[src/rtl/fp_spi_pkg.sv]
package fp_spi_pkg;
  localparam logic [7:0] OP_PIX  = 8'h01;
  localparam logic [7:0] OP_SCAN = 8'h02;
  localparam logic [7:0] OP_STAT = 8'h03;
  localparam logic [7:0] OP_SRST = 8'hC0;
  localparam logic [2:0] GRP_RD  = 3'b001;
  localparam logic [2:0] GRP_WR  = 3'b010;

  typedef enum logic [0:0] {
    PS_CMD   = 1'b0,
    PS_WRITE = 1'b1
  } parse_state_t;
endpackage

[src/rtl/fp_spi_sync.sv]
module fp_spi_sync #(
  parameter int STAGES = 2
) (
  input  logic clk,
  input  logic rst,
  input  logic sck_i,
  input  logic csn_i,
  input  logic mosi_i,
  output logic sck_rise,
  output logic sck_fall,
  output logic cs_act,
  output logic cs_start,
  output logic mosi_s
);
  logic [STAGES-1:0] sck_q, csn_q, mosi_q;
  logic sck_d, csn_d;

  always_ff @(posedge clk) begin
    if (rst) begin
      sck_q  <= '0;
      csn_q  <= '1;
      mosi_q <= '0;
      sck_d  <= 1'b0;
      csn_d  <= 1'b1;
    end else begin
      sck_q  <= {sck_q[STAGES-2:0], sck_i};
      csn_q  <= {csn_q[STAGES-2:0], csn_i};
      mosi_q <= {mosi_q[STAGES-2:0], mosi_i};
      sck_d  <= sck_q[STAGES-1];
      csn_d  <= csn_q[STAGES-1];
    end
  end

  assign cs_act   = ~csn_q[STAGES-1];
  assign cs_start = ~csn_q[STAGES-1] & csn_d;
  assign sck_rise = cs_act & sck_q[STAGES-1] & ~sck_d;
  assign sck_fall = cs_act & ~sck_q[STAGES-1] & sck_d;
  assign mosi_s   = mosi_q[STAGES-1];

  a_r2_edges_exclusive: assert property (@(posedge clk) disable iff (rst)
    !(sck_rise && sck_fall));
endmodule

[src/rtl/fp_spi_byte_xfer.sv]
module fp_spi_byte_xfer #(
  parameter int DW = 8
) (
  input  logic          clk,
  input  logic          rst,
  input  logic          sck_rise,
  input  logic          sck_fall,
  input  logic          cs_act,
  input  logic          cs_start,
  input  logic          mosi_s,
  input  logic [DW-1:0] tx_byte,
  output logic [DW-1:0] rx_byte,
  output logic          rx_valid,
  output logic          miso
);
  localparam int CW = $clog2(DW);
  localparam logic [CW-1:0] LAST = CW'(DW - 1);

  logic [CW-1:0] bit_cnt;
  logic [DW-1:0] rx_sh, tx_sh;

  always_ff @(posedge clk) begin
    rx_valid <= 1'b0;
    if (rst) begin
      bit_cnt <= '0;
      rx_sh   <= '0;
      tx_sh   <= '0;
      rx_byte <= '0;
    end else if (!cs_act) begin
      bit_cnt <= '0;
      tx_sh   <= '0;
    end else begin
      if (cs_start) tx_sh <= tx_byte;
      if (sck_rise) begin
        rx_sh <= {rx_sh[DW-2:0], mosi_s};
        if (bit_cnt == LAST) begin
          bit_cnt  <= '0;
          rx_valid <= 1'b1;
          rx_byte  <= {rx_sh[DW-2:0], mosi_s};
        end else begin
          bit_cnt <= bit_cnt + 1'b1;
        end
      end
      if (sck_fall) begin
        if (bit_cnt == '0) tx_sh <= tx_byte;
        else               tx_sh <= {tx_sh[DW-2:0], 1'b0};
      end
    end
  end

  assign miso = tx_sh[DW-1];

  a_r2_byte_in_window: assert property (@(posedge clk) disable iff (rst)
    rx_valid |-> $past(cs_act));
  a_r12_idle_quiet: assert property (@(posedge clk) disable iff (rst)
    !cs_act |=> !miso);
endmodule

[src/rtl/fp_reg_bank.sv]
module fp_reg_bank #(
  parameter int         DW       = 8,
  parameter int         NUM_REGS = 18,
  parameter int         MODE_REG = 16,
  parameter int         KEY_REG  = 17,
  parameter logic [7:0] MODE_RST = 8'h40,
  parameter int         DET_BIT  = 5,
  parameter int         INTR_BIT = 6,
  parameter int         KEY_W    = 5,
  localparam int        AW       = $clog2(NUM_REGS)
) (
  input  logic             clk,
  input  logic             rst,
  input  logic             wr_en,
  input  logic [AW-1:0]    wr_addr,
  input  logic [DW-1:0]    wr_data,
  input  logic [AW-1:0]    rd_addr,
  output logic [DW-1:0]    rd_data,
  output logic             det_bit,
  output logic             intr_bit,
  output logic [KEY_W-1:0] key_field
);
  logic [DW-1:0] mem [NUM_REGS];

  always_ff @(posedge clk) begin
    if (rst) begin
      for (int i = 0; i < NUM_REGS; i++)
        mem[i] <= (i == MODE_REG) ? DW'(MODE_RST) : '0;
    end else if (wr_en && (int'(wr_addr) < NUM_REGS)) begin
      mem[wr_addr] <= wr_data;
    end
  end

  assign rd_data   = (int'(rd_addr) < NUM_REGS) ? mem[rd_addr] : '0;
  assign det_bit   = mem[MODE_REG][DET_BIT];
  assign intr_bit  = mem[KEY_REG][INTR_BIT];
  assign key_field = mem[KEY_REG][KEY_W-1:0];

  a_r4_write_lands: assert property (@(posedge clk) disable iff (rst)
    wr_en |=> mem[$past(wr_addr)] == $past(wr_data));
endmodule

[src/rtl/fp_cmd_parser.sv]
module fp_cmd_parser
  import fp_spi_pkg::*;
#(
  parameter int  DW       = 8,
  parameter int  NUM_REGS = 18,
  localparam int AW       = $clog2(NUM_REGS)
) (
  input  logic          clk,
  input  logic          rst,
  input  logic          cs_act,
  input  logic          rx_valid,
  input  logic [DW-1:0] rx_byte,
  input  logic [DW-1:0] rd_data,
  input  logic [DW-1:0] pix_data,
  input  logic          pix_valid,
  input  logic [DW-1:0] status_byte,
  input  logic          chip_en,
  output logic [DW-1:0] tx_byte,
  output logic [AW-1:0] rd_addr,
  output logic          wr_en,
  output logic [AW-1:0] wr_addr,
  output logic [DW-1:0] wr_data,
  output logic          pix_pop,
  output logic          scan_start,
  output logic          soft_rst
);
  localparam logic [AW-1:0] TOP_ADDR = AW'(NUM_REGS - 1);

  parse_state_t  state;
  logic [AW-1:0] wr_ptr;
  logic          wr_live;
  logic [4:0]    idx;
  logic          idx_ok;

  assign idx     = rx_byte[4:0];
  assign idx_ok  = int'(idx) < NUM_REGS;
  assign rd_addr = AW'(idx);

  always_ff @(posedge clk) begin
    wr_en      <= 1'b0;
    pix_pop    <= 1'b0;
    scan_start <= 1'b0;
    soft_rst   <= 1'b0;
    if (rst) begin
      state   <= PS_CMD;
      tx_byte <= '0;
      wr_ptr  <= '0;
      wr_live <= 1'b0;
      wr_addr <= '0;
      wr_data <= '0;
    end else if (!cs_act) begin
      state   <= PS_CMD;
      tx_byte <= '0;
      wr_live <= 1'b0;
    end else if (rx_valid) begin
      tx_byte <= '0;
      if (state == PS_CMD) begin
        if (rx_byte == OP_PIX) begin
          if (pix_valid) begin
            pix_pop <= 1'b1;
            tx_byte <= pix_data;
          end
        end else if (rx_byte == OP_SCAN) begin
          scan_start <= chip_en;
        end else if (rx_byte == OP_STAT) begin
          tx_byte <= status_byte;
        end else if (rx_byte == OP_SRST) begin
          soft_rst <= 1'b1;
        end else if (rx_byte[7:5] == GRP_RD) begin
          if (idx_ok) tx_byte <= rd_data;
        end else if (rx_byte[7:5] == GRP_WR) begin
          state   <= PS_WRITE;
          wr_ptr  <= AW'(idx);
          wr_live <= idx_ok;
        end
      end else if (wr_live) begin
        wr_en   <= 1'b1;
        wr_addr <= wr_ptr;
        wr_data <= rx_byte;
        if (wr_ptr == TOP_ADDR) wr_live <= 1'b0;
        else                    wr_ptr  <= wr_ptr + 1'b1;
      end
    end
  end

  a_r12_cs_drop_resets: assert property (@(posedge clk) disable iff (rst)
    !cs_act |=> (state == PS_CMD) && (tx_byte == '0));
  a_r5_pop_needs_data: assert property (@(posedge clk) disable iff (rst)
    pix_pop |-> $past(pix_valid));
  a_r4_addr_in_range: assert property (@(posedge clk) disable iff (rst)
    wr_en |-> (int'(wr_addr) < NUM_REGS));
  a_r6_single_action: assert property (@(posedge clk) disable iff (rst)
    $onehot0({pix_pop, scan_start, soft_rst, wr_en}));
endmodule

[src/rtl/fp_spi_cmd_core.sv]
module fp_spi_cmd_core #(
  parameter int         DW          = 8,
  parameter int         NUM_REGS    = 18,
  parameter int         SYNC_STAGES = 2,
  parameter int         MODE_REG    = 16,
  parameter int         KEY_REG     = 17,
  parameter logic [7:0] MODE_RST    = 8'h40,
  parameter int         KEY_W       = 5,
  parameter logic [4:0] KEY_VAL     = 5'h15
) (
  input  logic          clk,
  input  logic          rst,
  input  logic          spi_sck,
  input  logic          spi_csn,
  input  logic          spi_mosi,
  output logic          spi_miso,
  input  logic [DW-1:0] pix_data,
  input  logic          pix_valid,
  output logic          pix_pop,
  input  logic          scan_busy,
  input  logic          finger_hit,
  output logic          scan_start,
  output logic          core_rst,
  output logic          det_en,
  output logic          intr_en
);
  localparam int AW = $clog2(NUM_REGS);

  logic sck_rise, sck_fall, cs_act, cs_start, mosi_s;
  logic [DW-1:0] tx_byte, rx_byte, rd_data, wr_data, status_byte;
  logic rx_valid, wr_en, soft_rst, det_bit, intr_bit, key_ok;
  logic [AW-1:0] rd_addr, wr_addr;
  logic [KEY_W-1:0] key_field;

  fp_spi_sync #(.STAGES(SYNC_STAGES)) u_sync (
    .clk(clk), .rst(rst), .sck_i(spi_sck), .csn_i(spi_csn), .mosi_i(spi_mosi),
    .sck_rise(sck_rise), .sck_fall(sck_fall), .cs_act(cs_act),
    .cs_start(cs_start), .mosi_s(mosi_s)
  );

  fp_spi_byte_xfer #(.DW(DW)) u_xfer (
    .clk(clk), .rst(rst), .sck_rise(sck_rise), .sck_fall(sck_fall),
    .cs_act(cs_act), .cs_start(cs_start), .mosi_s(mosi_s), .tx_byte(tx_byte),
    .rx_byte(rx_byte), .rx_valid(rx_valid), .miso(spi_miso)
  );

  fp_reg_bank #(
    .DW(DW), .NUM_REGS(NUM_REGS), .MODE_REG(MODE_REG), .KEY_REG(KEY_REG),
    .MODE_RST(MODE_RST), .KEY_W(KEY_W)
  ) u_regs (
    .clk(clk), .rst(rst), .wr_en(wr_en), .wr_addr(wr_addr), .wr_data(wr_data),
    .rd_addr(rd_addr), .rd_data(rd_data), .det_bit(det_bit),
    .intr_bit(intr_bit), .key_field(key_field)
  );

  assign key_ok      = (key_field == KEY_W'(KEY_VAL));
  assign status_byte = DW'({key_ok, finger_hit, scan_busy, pix_valid});

  fp_cmd_parser #(.DW(DW), .NUM_REGS(NUM_REGS)) u_parser (
    .clk(clk), .rst(rst), .cs_act(cs_act), .rx_valid(rx_valid),
    .rx_byte(rx_byte), .rd_data(rd_data), .pix_data(pix_data),
    .pix_valid(pix_valid), .status_byte(status_byte), .chip_en(key_ok),
    .tx_byte(tx_byte), .rd_addr(rd_addr), .wr_en(wr_en), .wr_addr(wr_addr),
    .wr_data(wr_data), .pix_pop(pix_pop), .scan_start(scan_start),
    .soft_rst(soft_rst)
  );

  always_ff @(posedge clk) begin
    if (rst) begin
      core_rst <= 1'b1;
      det_en   <= 1'b0;
      intr_en  <= 1'b0;
    end else begin
      core_rst <= soft_rst | ~key_ok;
      det_en   <= det_bit;
      intr_en  <= intr_bit;
    end
  end

  a_r9_no_key_holds_reset: assert property (@(posedge clk) disable iff (rst)
    !key_ok |=> core_rst);
  a_r8_soft_reset_pulses: assert property (@(posedge clk) disable iff (rst)
    soft_rst |=> core_rst);
  a_r6_scan_needs_key: assert property (@(posedge clk) disable iff (rst)
    scan_start |-> $past(key_ok));
endmodule

[config.mk]
export PLATFORM = sky130hd
export DESIGN_NAME = fp_spi_cmd_core
export DESIGN_NICKNAME = d
export VERILOG_FILES = /design/src/rtl/fp_spi_pkg.sv /design/src/rtl/fp_spi_sync.sv /design/src/rtl/fp_spi_byte_xfer.sv /design/src/rtl/fp_reg_bank.sv /design/src/rtl/fp_cmd_parser.sv /design/src/rtl/fp_spi_cmd_core.sv
export SDC_FILE = /design/constraint.sdc
export NUM_CORES = 1
export LEC_CHECK = 0
export ABC_CLOCK_PERIOD_IN_PS = 7400
export BUFFER_PORTS_ARGS = -buffer_cell sky130_fd_sc_hd__buf_2
export CORE_MARGIN = 2
export CORE_UTILIZATION = 35
export CTS_BUF_LIST = sky130_fd_sc_hd__clkbuf_4
export CTS_CLUSTER_DIAMETER = 100
export DETAILED_ROUTE_END_ITERATION = 8
export PLACE_DENSITY = 0.56
export SLEW_MARGIN = 15
export SYNTH_ARGS = -nofsm -noshare
export SYNTH_HDL_FRONTEND = slang
export SYNTH_HIERARCHICAL = 1
export SYNTH_SLANG_ARGS = --single-unit
[constraint.sdc]
create_clock -name clk -period 7.4 [get_ports clk]
set_clock_uncertainty 0.05 [all_clocks]
set_input_delay 2.22 -clock clk [delete_from_list [all_inputs] [get_ports clk]]
set_output_delay 2.22 -clock clk [all_outputs]
set_load 0.01 [all_outputs]
# == After elaboration in Yosys (flattened, before gate mapping) ==
# Memories as Yosys holds them, arrays and structs flattened. A register that Yosys moved wholly into a read port is not among the register bits.
# Cells that the tools add are included.
# op_classes
add_sub_neg,2
multipliers,0
div,0
order_cmp,2
n_eq_ne,16
shift,0
n_mux,51
bitwise_logic,15
reduce_logical,16
# ops
operator,count
$mux W8,12
$mux W5,12
$mux W1,26
$eq A8 B2 Y1 const B,2
$eq A5 B5 Y1 const B,2
$lt A5 B5 Y1 const B,2
$ne A2 B1 Y1 const B,5
$reduce_and A10 Y1,1
$not A1 Y1,9
$eq A8 B1 Y1 const B,1
$eq A8 B8 Y1 const B,1
$reduce_or A8 Y1,1
$reduce_and A7 Y1,1
$reduce_or A7 Y1,1
$reduce_or A6 Y1,1
$add A5 B1 Y5 const B,1
$and A1 B1 Y1,5
$reduce_or A5 Y1,1
$ne A2 B2 Y1 const B,2
$reduce_and A4 Y1,1
$reduce_bool A2 Y1,2
$reduce_or A4 Y1,1
$add A3 B1 Y3 const B,1
$eq A3 B1 Y1 const B,1
10 further kinds,10
# totals
register_bits,69
latchBits,0
ram_bits,144
rom_bits,0
inputBits,16
out_inout_bits,6
wordCells,125
n_memories,1
# memory_table
name,words,width,read_ports,rd_clocked_by_memory_dff,write_ports,line_no,rtl
u_regs.mem,18,8,3,2,18,fp_reg_bank.sv:23,logic [DW-1:0] mem [NUM_REGS];

# == Logic depth before layout (Yosys ltp) ==
# Gate-level depths: netlist of run 1.
# logic_depth
word_depth,8
ltp_mapped,9

# == Cells and area by module ==
# Netlist of run 1, hierarchy kept.
# by_module_without_submodules
mod,instances,cells_per_inst,area_per_inst_um2,seq_area_each_um2
fp_reg_bank,1,453,6490.0,4324.1
fp_cmd_parser,1,182,1561.5,640.6
fp_spi_byte_xfer,1,126,1144.8,540.5
fp_spi_sync,1,20,235.2,160.2
fp_spi_cmd_core,1,10,110.1,60.1

# == Least setup slack after synthesis of run 1 ==
# Ideal clock, no wire load.
# synth_timing
path_kind,in2reg
start,in rst
end,"mem u_regs.mem[2][0], enable pin"
setup_time_ns,0.334
t_arrival_ns,3.595
required_time_ns,7.016
setup_slack_ns,3.421
path_stages,5
n_path_buf,1
cell_sequence,nand2b_1 > clkbuf_2 > nor4_1 > nand2_2 > nand2b_1
# synth_rtl
element,line_no,rtl
"start, declared",fp_spi_cmd_core.sv:12,"input logic rst,"
"end, declared",fp_reg_bank.sv:23,

==> results.toml, run 1 <==
[routing]
wl_per_cell_um = 18.95
vias = 6225
routed_via_density = 5.132
dr.pass1.iters = 5
wirelength_mm = 22.99
route.antenna.remaining_nets = 0
drtIter0Drc = 518
route.detailed.drc = 0

[floorplanning]
num_io_pins = 22
rows = 60
coreArea_um2 = 26880
die_area_um2 = 28600
die_w_um = 169.1
initial_core_util = 0.3550
die_y_um = 169.1

[clock_tree]
insertion_delay_ps = 670
clockRootBuffer = "clkbuf_4"
postCtsSetupBuffers = 0
cts_hold_buf = 0
clk_pin_slew_ps = 60
cts-htree-levels = 2
cts_sinks = 214
clk_path_buf_depth = 3
cts_tree = "built"
cts_inserted_buffers = 56
postCtsResizedCells = 0

[status]
status = "finished, final reports clean"

[finish]
layout.filler_cells = 2602
regArea_um2 = 5728
drive_above_1_share = 0.2124
syn2layout_area_growth_pct = 11.11
multi_input_area_um2 = 3482
instances_no_fill = 1213
nNetsFinal = 850

[worst_hold_path]
hold_start = "u_sync/csn_q[0]"
min_delay_path_depth = 1
min_path_type = "reg -> reg"
min_to = "u_sync/csn_q[1]"

[global_route]
track_usage = 0.1630
grt_pass1_wl_mm = 35.57
grt_max_degree = 69
grt_overflow = 0
antenna_found_initial = 1
grt_pass1_vias = 6127

[placed_design]
portBuffers = 21
gp_congestion = 0.7657
pre_cts_slack_ps = 2750
dp.cells = 1111
post-dp-hpwl_mm = 14.80

[yosys]
yosys.area.top_type_share = 0.4532
ys_types = 59
postSynthCellCount = 791
synthesis.area_um2 = 9542
synth_area_per_cell_um2 = 12.06
yosysMostFrequentCell = "nor2_1"
synth_seq_area_share = 0.6001
synth_area_leader_cell = "edfxtp_1"
synth.area.top_cells = "edfxtp_1 45%, dfxtp_1 15%, mux4_2 7.6%"
yosys_register_bits = 214
synth_edf_count = 144
synth_commonest_cells = "165 x nor2_1, 144 x edfxtp_1, 70 x dfxtp_1"
synth_warnings = 6
async_flop_share = 0
synth_flop_cell = "edfxtp_1"

[critical_path]
crit_fanout = 9
crit_start = "rst"
rrSetupSlack_ps = 4360
cp.arrival_ps = 4320
r2r-start = "u_xfer/rx_byte[0]"
reg2reg_depth = 7
start_kind = "primary input"
path_class = "in -> reg"
r2r_end = "u_parser/tx_byte[2]"
required_ps = 7660
cp-end-kind = "flop"

[timing]
tightest_slew_ps = 1162
layout_min_cycle_time_ps = 4061
tns_ps = 0
final_max_slew_viol_count = 0
finalSetupViolations = 0
fin_ws_ps = 3339
rsz0062_at_grt = "no"
hold_violations = 0
max_freq_ghz = 0.2462
hold_slack_ps = 360.7
slew_headroom = 0.2234
fin_crit_sh = 0.5488

[pwr]
peakVddDrop_v = 0.00007948
power_leakage_nw = 3.499
p_per_area_nw_per_um2 = 227.3
power.total_mw = 2.410

[job]
cap_viol_max_count = 0
power breakdown:
part | total [mW] | switching, mW | leakage, nW | internal (mW)
sequential | 1.32 | 0.0139 | 2.02 | 1.30
combinational | 0.0567 | 0.0364 | 1.04 | 0.0203
clock | 1.03 | 0.476 | 0.438 | 0.558
total | 2.41 | 0.527 | 3.50 | 1.88
metrics by stage:
step / cell area [um2] / utilization
6_report: 10600 / 0.3945
5_1_grt: 10600 / 0.3945
4_1_cts: 10600 / 0.3944
3_5_place_dp: 9866 / 0.3671
3_3_place_gp: 9866 / 0.3671
2_1_floorplan: 9553 / -
layer usage:
metal	up-vias	global-route usage	part of all wire
li1	2949	-	-
met1	3013	0.2192	0.45
met2	207	0.2618	0.46
met3	56	0.03694	0.058
met4	0	0.05463	0.027
met5	-	0	0
cell families after synthesis:
logic type / after synthesis / synth area share
buffers and inverters: 70 / 0.03619
other: 1 / 0.0003930
flip-flops: 214 / 0.6001
AO/OA/AOI/OAI: 97 / 0.07474
multiplexers: 68 / 0.1133
AND/OR/NAND/NOR: 335 / 0.1675
adder cells (fa/ha/maj): 6 / 0.007868
worst max path at each step:
stage | to | cells past startpoint
final | u_regs/mem[10][0] | 5
after CTS | u_regs/mem[6][6] | 6
after floorplan | u_regs/mem[2][0] | 5
after global routing | u_regs/mem[6][6] | 6
after detailed placement | u_regs/mem[6][3] | 6
after global placement | u_regs/mem[6][6] | 6
layout make-up:
cell class | count | area share
Multi-Input combinational cell | 510 | 0.3285
Antenna cell | 1 | 0.0002360
Clock inverter | 16 | 0.008970
Timing Repair Buffer | 29 | 0.01558
Sequential cell | 214 | 0.5403
Tap cell | 341 | 0.04025
Inverter | 17 | 0.006019
Clock buffer | 85 | 0.06019
critical path: stages:
cell and delay [ps]:
buf_2 140, nand2b_1 280, nor4_1 790, nand2_1 440
nand2b_1 450
sequential cells by signal (all words and copies together) (netlist names), 2 cells and up:
| name | count |
|---|---|
| u_regs/mem | 144 |
| u_sync/csn_q | 2 |
| u_parser/wr_ptr | 5 |
| u_parser/wr_data | 8 |
| u_xfer/bit_cnt | 3 |
| u_sync/mosi_q | 2 |
| u_xfer/rx_byte | 8 |
| u_xfer/rx_sh | 7 |
| u_parser/wr_addr | 5 |
| u_xfer/tx_sh | 8 |
| u_parser/tx_byte | 8 |
| u_sync/sck_q | 2 |
cell usage in the layout (no fill, tap or decap), types with 2 or more instances in the layout:
cell type  netlist  final
mux2i_1         36     36
and2b_2          3      3
o2bb2ai_1        8      8
dfxtp_1         70     68
a31oi_1          2      2
nor4_1           4      4
conb_1           1      4
nand3_1         21     21
nand4b_1         2      2
a32o_1           8      8
nand2b_1        23     23
nor3b_1          7      7
nand2_2         15     15
edfxtp_1       144    144
a21o_1           9      9
buf_4           10      8
nor3_1           3      3
a21oi_1         27     27
nor2b_1         16     16
o21ai_0         18     18
or2_1            4      4
buf_2           17     21
nand2_1         54     54
a311oi_1         6      6
a211oi_1         2      2
mux4_2          32     32
nor2_1         165    165
inv_1           17     17
o22a_1           8      8
nand3b_1         3      3
clkinv_1         0     11
dfxtp_2          0      2
clkinv_2         0      3
ha_1             6      6
clkbuf_4         0     85
(Power assumes the default switching activity.)
==> run 2: changes to the inputs <==
--- a/config.mk
+++ b/config.mk
@@ -5,7 +5,7 @@
 export SDC_FILE = /design/constraint.sdc
 export NUM_CORES = 1
 export LEC_CHECK = 0
-export ABC_CLOCK_PERIOD_IN_PS = 7400
+export ABC_CLOCK_PERIOD_IN_PS = 3920
 export BUFFER_PORTS_ARGS = -buffer_cell sky130_fd_sc_hd__buf_2
 export CORE_MARGIN = 2
 export CORE_UTILIZATION = 35
==> constraint.sdc (replaced) <==
create_clock -name clk -period 3.92 [get_ports clk]
set_clock_uncertainty 0.05 [all_clocks]
set_input_delay 1.176 -clock clk [delete_from_list [all_inputs] [get_ports clk]]
set_output_delay 1.176 -clock clk [all_outputs]
set_load 0.01 [all_outputs]
==> results.toml, run 2 (synthesized netlist as in run 1, its figures left out) <==
[status]
status = "finished, final reports clean"

[clock_tree]
cts_tree = "built"
clk_pin_slew_ps = 60
postCtsResizedCells = 0
clockRootBuffer = "clkbuf_4"
cts-htree-levels = 2
postCtsSetupBuffers = 0
cts_inserted_buffers = 57
clk_path_buf_depth = 3
cts_sinks = 214
insertion_delay_ps = 680
cts_hold_buf = 0

[routing]
route.detailed.drc = 0
drtIter0Drc = 330
route.antenna.remaining_nets = 0
met1_length_mm = 10.07
vias = 6211
top_layer_used = "met4"
wl_met3_mm = 1.234
routed_via_density = 5.087
dr.pass1.iters = 5
wirelength_mm = 22.52
wl_met2_mm = 10.87
wl_per_cell_um = 18.44

[global_route]
grt_pass1_wl_mm = 35.60
grt_pass1_vias = 6352
grt_max_degree = 55
track_usage = 0.1629
antenna_found_initial = 1
grt_overflow = 0

[timing]
rsz0062_at_grt = "no"
fin_crit_sh = 0.7118
layout_min_cycle_time_ps = 2790
finalSetupViolations = 0
tns_ps = 0
hold_slack_ps = 364.1
final_max_slew_viol_count = 0
slew_headroom = 0.3332
tightest_slew_ps = 998.0
hold_violations = 0
max_freq_ghz = 0.3584

[floorplanning]
rows = 60
die_w_um = 169.1
num_io_pins = 22
die_area_um2 = 28600
initial_core_util = 0.3550
die_y_um = 169.1
coreArea_um2 = 26880

[critical_path]
start_kind = "primary input"
worstPathBufferInverterCount = 2
cp_cell_sequence = "buf_2 -> nand2b_1 -> nor4_1 -> buf_4 -> nand2_1 -> nand2b_1"
cp_common_cell = "nand2b_1"
r2r_end = "u_parser/tx_byte[0]"
reg2reg_depth = 7
cp-end-kind = "flop"
crit_fanout = 16
r2r-start = "u_xfer/rx_byte[2]"
critPathSlowestCell = "nor4_1"
path_class = "in -> reg"
crit_path_max_incr_delay_ps = 440
critical-path-top-delay-family = "simple AND/OR/NAND/NOR gates"
rrSetupSlack_ps = 1190
cp.arrival_ps = 3000
required_ps = 4130

[finish]
regArea_um2 = 5728
multi_input_area_um2 = 3482
layout_commonest_cell = "nor2_1"
final_cell_mix = "165 x nor2_1, 144 x edfxtp_1, 88 x clkbuf_4"
drive_above_1_share = 0.2196
syn2layout_area_growth_pct = 11.91
top_register = "u_regs/mem"
largest_reg_flops = 144
fin_area_um2 = 10680
nNetsFinal = 858
layout.filler_cells = 2633

[placed_design]
portBuffers = 21
post-dp-hpwl_mm = 14.44
gp_congestion = 0.7713
placed_area_um2 = 9931

[pwr]
peakVddDrop_v = 0.0001714
power.total_mw = 4.565
power_leakage_nw = 3.542
p_per_area_nw_per_um2 = 427.6

[job]
cap_viol_max_count = 0

[worst_hold_path]
min_to = "u_sync/csn_q[1]"
hold_start = "u_sync/csn_q[0]"
min_delay_path_depth = 1
min_path_type = "reg -> reg"
## run 2: worst max-delay path by stage
stage,start,end,cells after the start
CTS,u_xfer/rx_byte[2],u_parser/tx_byte[7],7
finish,rst,u_regs/mem[6][3],6
floorplan,rst,u_regs/mem[2][0],5
global placement,rst,u_regs/mem[15][4],6
global route,rst,u_regs/mem[7][1],6
detailed placement,rst,u_regs/mem[15][4],6
## run 2: power by group
group          internal (mW)  total, mW  switching (mW)
Combinational         0.0383      0.111          0.0722
Sequential              2.46       2.48          0.0216
Clock                   1.08       1.97           0.890
## run 2: worst register-to-register path, stage by stage (launching register included)
cell and delay [ps]:
dfxtp_1 830, buf_4 410, mux4_2 370, mux2i_1 310, o22a_1 190, o21ai_0 80, o2bb2ai_1 140, a32o_1 240
## run 2: routing by layer
metal | GRT usage | vias to the layer above
met5 | 0 | -
met3 | 0.03881 | 29
met1 | 0.2116 | 3057
met4 | 0.04905 | 0
li1 | - | 2963
met2 | 0.2717 | 162
## run 2: area by class of cell
type,instances,area share
clock buffer,88,0.06187
inverter,17,0.005976
clock inverter,14,0.007851
multi-input combinational,510,0.3261
antenna,1,0.0002344
timing repair buffer,36,0.02156
tap,341,0.03996
sequential,214,0.5364
## run 2: metrics by stage
step,instances,setup WS (ps),util
after floorplan,794,984.9,-
after global placement,1118,515.6,0.3695
after detailed placement,1118,512.2,0.3695
after CTS,1220,1168,0.3972
after global routing,1221,1030,0.3973
final,1221,1130,0.3973
==> run 3: changes to the inputs <==
--- a/config.mk
+++ b/config.mk
@@ -5,7 +5,8 @@
 export SDC_FILE = /design/constraint.sdc
 export NUM_CORES = 1
 export LEC_CHECK = 0
-export ABC_CLOCK_PERIOD_IN_PS = 3920
+export ABC_AREA = 1
+export ABC_CLOCK_PERIOD_IN_PS = 2900
 export BUFFER_PORTS_ARGS = -buffer_cell sky130_fd_sc_hd__buf_2
 export CORE_MARGIN = 2
 export CORE_UTILIZATION = 35
==> constraint.sdc (replaced) <==
create_clock -name clk -period 2.9 [get_ports clk]
set_clock_uncertainty 0.05 [all_clocks]
set_input_delay 0.87 -clock clk [delete_from_list [all_inputs] [get_ports clk]]
set_output_delay 0.87 -clock clk [all_outputs]
set_load 0.01 [all_outputs]
==> results.toml, run 3 <==
[critical_path]
critical-path-top-delay-family = "simple AND/OR/NAND/NOR gates"
cp.arrival_ps = 2770
worstPathBufferInverterCount = 2
critPathSlowestCell = "inv_2"
required_ps = 3390
start_kind = "flop"
cp_cell_sequence = "inv_2 -> buf_4 -> nand2_1 -> nand3_1 -> nand3_1 -> nand3_1 -> nand2_1 -> nand2_1 -> nand2_1 -> nand3_1 -> nand3_1 -> nand2_1 -> a21oi_1"
crit_fanout = 35
cp-end-kind = "flop"
crit_path_max_incr_delay_ps = 470
path_class = "reg -> reg"

[finish]
layout.filler_cells = 3213
syn2layout_area_growth_pct = 11.98
final_cell_mix = "335 x nand2_1, 226 x nor2_1, 158 x edfxtp_1"
drive_above_1_share = 0.1418
regArea_um2 = 6147
multi_input_area_um2 = 3824
top_register = "u_regs/mem"
layout_commonest_cell = "nand2_1"
largest_reg_flops = 158
nNetsFinal = 1390

[routing]
wl_per_cell_um = 14.80
wl_met3_mm = 1.572
vias = 8406
wirelength_mm = 26.75
drtIter0Drc = 616
route.antenna.remaining_nets = 0
route.detailed.drc = 0
dr.pass1.iters = 5
met1_length_mm = 12.09
top_layer_used = "met4"
routed_via_density = 4.652
wl_met2_mm = 12.54

[yosys]
async_flop_share = 0
synth_area_leader_cell = "edfxtp_1"
synth_warnings = 6
synth_flop_cell = "edfxtp_1"
postSynthCellCount = 1300
yosysMostFrequentCell = "nand2_1"
synth_seq_area_share = 0.5654
synth_area_per_cell_um2 = 8.362
yosys.area.top_type_share = 0.4365
ys_types = 40
synthesis.area_um2 = 10870
yosys_register_bits = 228
synth.area.top_cells = "edfxtp_1 44%, dfxtp_1 13%, nand2_1 12%"
synth_edf_count = 158
synth_commonest_cells = "335 x nand2_1, 226 x nor2_1, 158 x edfxtp_1"

[clock_tree]
cts_sinks = 228
cts_inserted_buffers = 60
clk_path_buf_depth = 3
postCtsResizedCells = 0
insertion_delay_ps = 700
cts_hold_buf = 0
clk_pin_slew_ps = 60
cts-htree-levels = 2
postCtsSetupBuffers = 0
clockRootBuffer = "clkbuf_4"
cts_tree = "built"

[placed_design]
gp_congestion = 0.8157
post-dp-hpwl_mm = 17.68
portBuffers = 21

[status]
status = "finished, final reports clean"

[pwr]
power.switching_mw = 1.471
power_frac_seq = 0.564
peakVddDrop_v = 0.0003278
power_switching_share = 0.2295
p_int_mw = 4.938
power_leakage_nw = 5.210
p_clk_frac = 0.404
power_frac_comb = 0.033
p_per_area_nw_per_um2 = 526.5

[job]
cap_viol_max_count = 0

[floorplanning]
num_io_pins = 22
die_w_um = 180.2
rows = 64
initial_core_util = 0.3554
coreArea_um2 = 30590
die_y_um = 180.2
die_area_um2 = 32480

[timing]
final_max_slew_viol_count = 0
rsz0062_at_grt = "no"
fin_crit_sh = 0.7872
slew_headroom = 0.5315
max_freq_ghz = 0.4380
tns_ps = 0
finalSetupViolations = 0
hold_slack_ps = 334.3
layout_min_cycle_time_ps = 2283
hold_violations = 0
tightest_slew_ps = 700.4

[global_route]
track_usage = 0.1673
grt_pass1_vias = 8346
grt_pass1_wl_mm = 43.32
antenna_found_initial = 1
grt_overflow = 0
grt_max_degree = 87

[worst_hold_path]
min_path_type = "in -> reg"
## run 3: worst paths after layout
path	slack [ps]	end	startpoint	cells past startpoint
hold / removal	330	u_sync/csn_q[0]	spi_csn	2
hold reg to reg	350	u_sync/mosi_q[1]	u_sync/mosi_q[0]	2
setup reg to reg	620	u_parser/tx_byte[2]	u_xfer/rx_byte[0]	13
setup / recovery	620	u_parser/tx_byte[2]	u_xfer/rx_byte[0]	13
## run 3: area by class of cell
class,count,share of cell area
Inverter,165,0.05108
Sequential cell,228,0.5050
Clock inverter,23,0.008326
Clock buffer,81,0.04995
Tap cell,396,0.04070
Multi-Input combinational cell,863,0.3141
Antenna cell,1,0.0002056
Timing Repair Buffer,50,0.03063
## run 3: metrics by stage
| stage | std cells | total power, mW | setup slack (ps) | instance area [um2] | utilization |
|---|---|---|---|---|---|
| after detailed placement | 1702 | 3.893 | 257.2 | 11460 | 0.3747 |
| after global placement | 1702 | 3.888 | 310.8 | 11460 | 0.3747 |
| after CTS | 1806 | 6.504 | 630.7 | 12170 | 0.3979 |
| final | 1807 | 6.408 | 617.1 | 12170 | 0.3979 |
| after floorplan | 1316 | 3.817 | 536.5 | 10930 | - |
| after global routing | 1807 | 6.706 | 424.1 | 12170 | 0.3979 |
## run 3: worst reg2reg max path, cell delays in order, from the launching register on
cell     delay (ps)
dfxtp_2         340
inv_2           470
buf_4           390
nand2_1          90
nand3_1          80
nand3_1          80
nand3_1          80
nand2_1          80
nand2_1          80
nand2_1          90
nand3_1          90
nand3_1          80
nand2_1         110
a21oi_1          70
## run 3: metal layers
metal / vias to the layer above / GRT usage
met1: 3868 / 0.2263
met4: 0 / 0.05129
met2: 209 / 0.2753
met3: 47 / 0.02809
met5: - / 0
li1: 4282 / -
## run 3: power by group through the flow
stage	Clock [mW]	Sequential [mW]	Combinational [mW]
finish	2.59	3.61	0.209
global route	2.84	3.62	0.240
CTS	2.68	3.61	0.210
detailed placement	0	3.68	0.209
global placement	0	3.68	0.206
floorplan	0	3.67	0.145
## run 3: kinds of logic after synthesis
| kind of cell | Yosys count | share of synthesized area |
|---|---|---|
| AND/OR/NAND/NOR | 724 | 0.2830 |
| XOR/XNOR | 1 | 0.0008059 |
| adder cells (fa/ha/maj) | 6 | 0.006906 |
| AO/OA/AOI/OAI | 114 | 0.05479 |
| buffers and inverters | 225 | 0.08840 |
| other | 2 | 0.0006909 |
| flip-flops | 228 | 0.5654 |
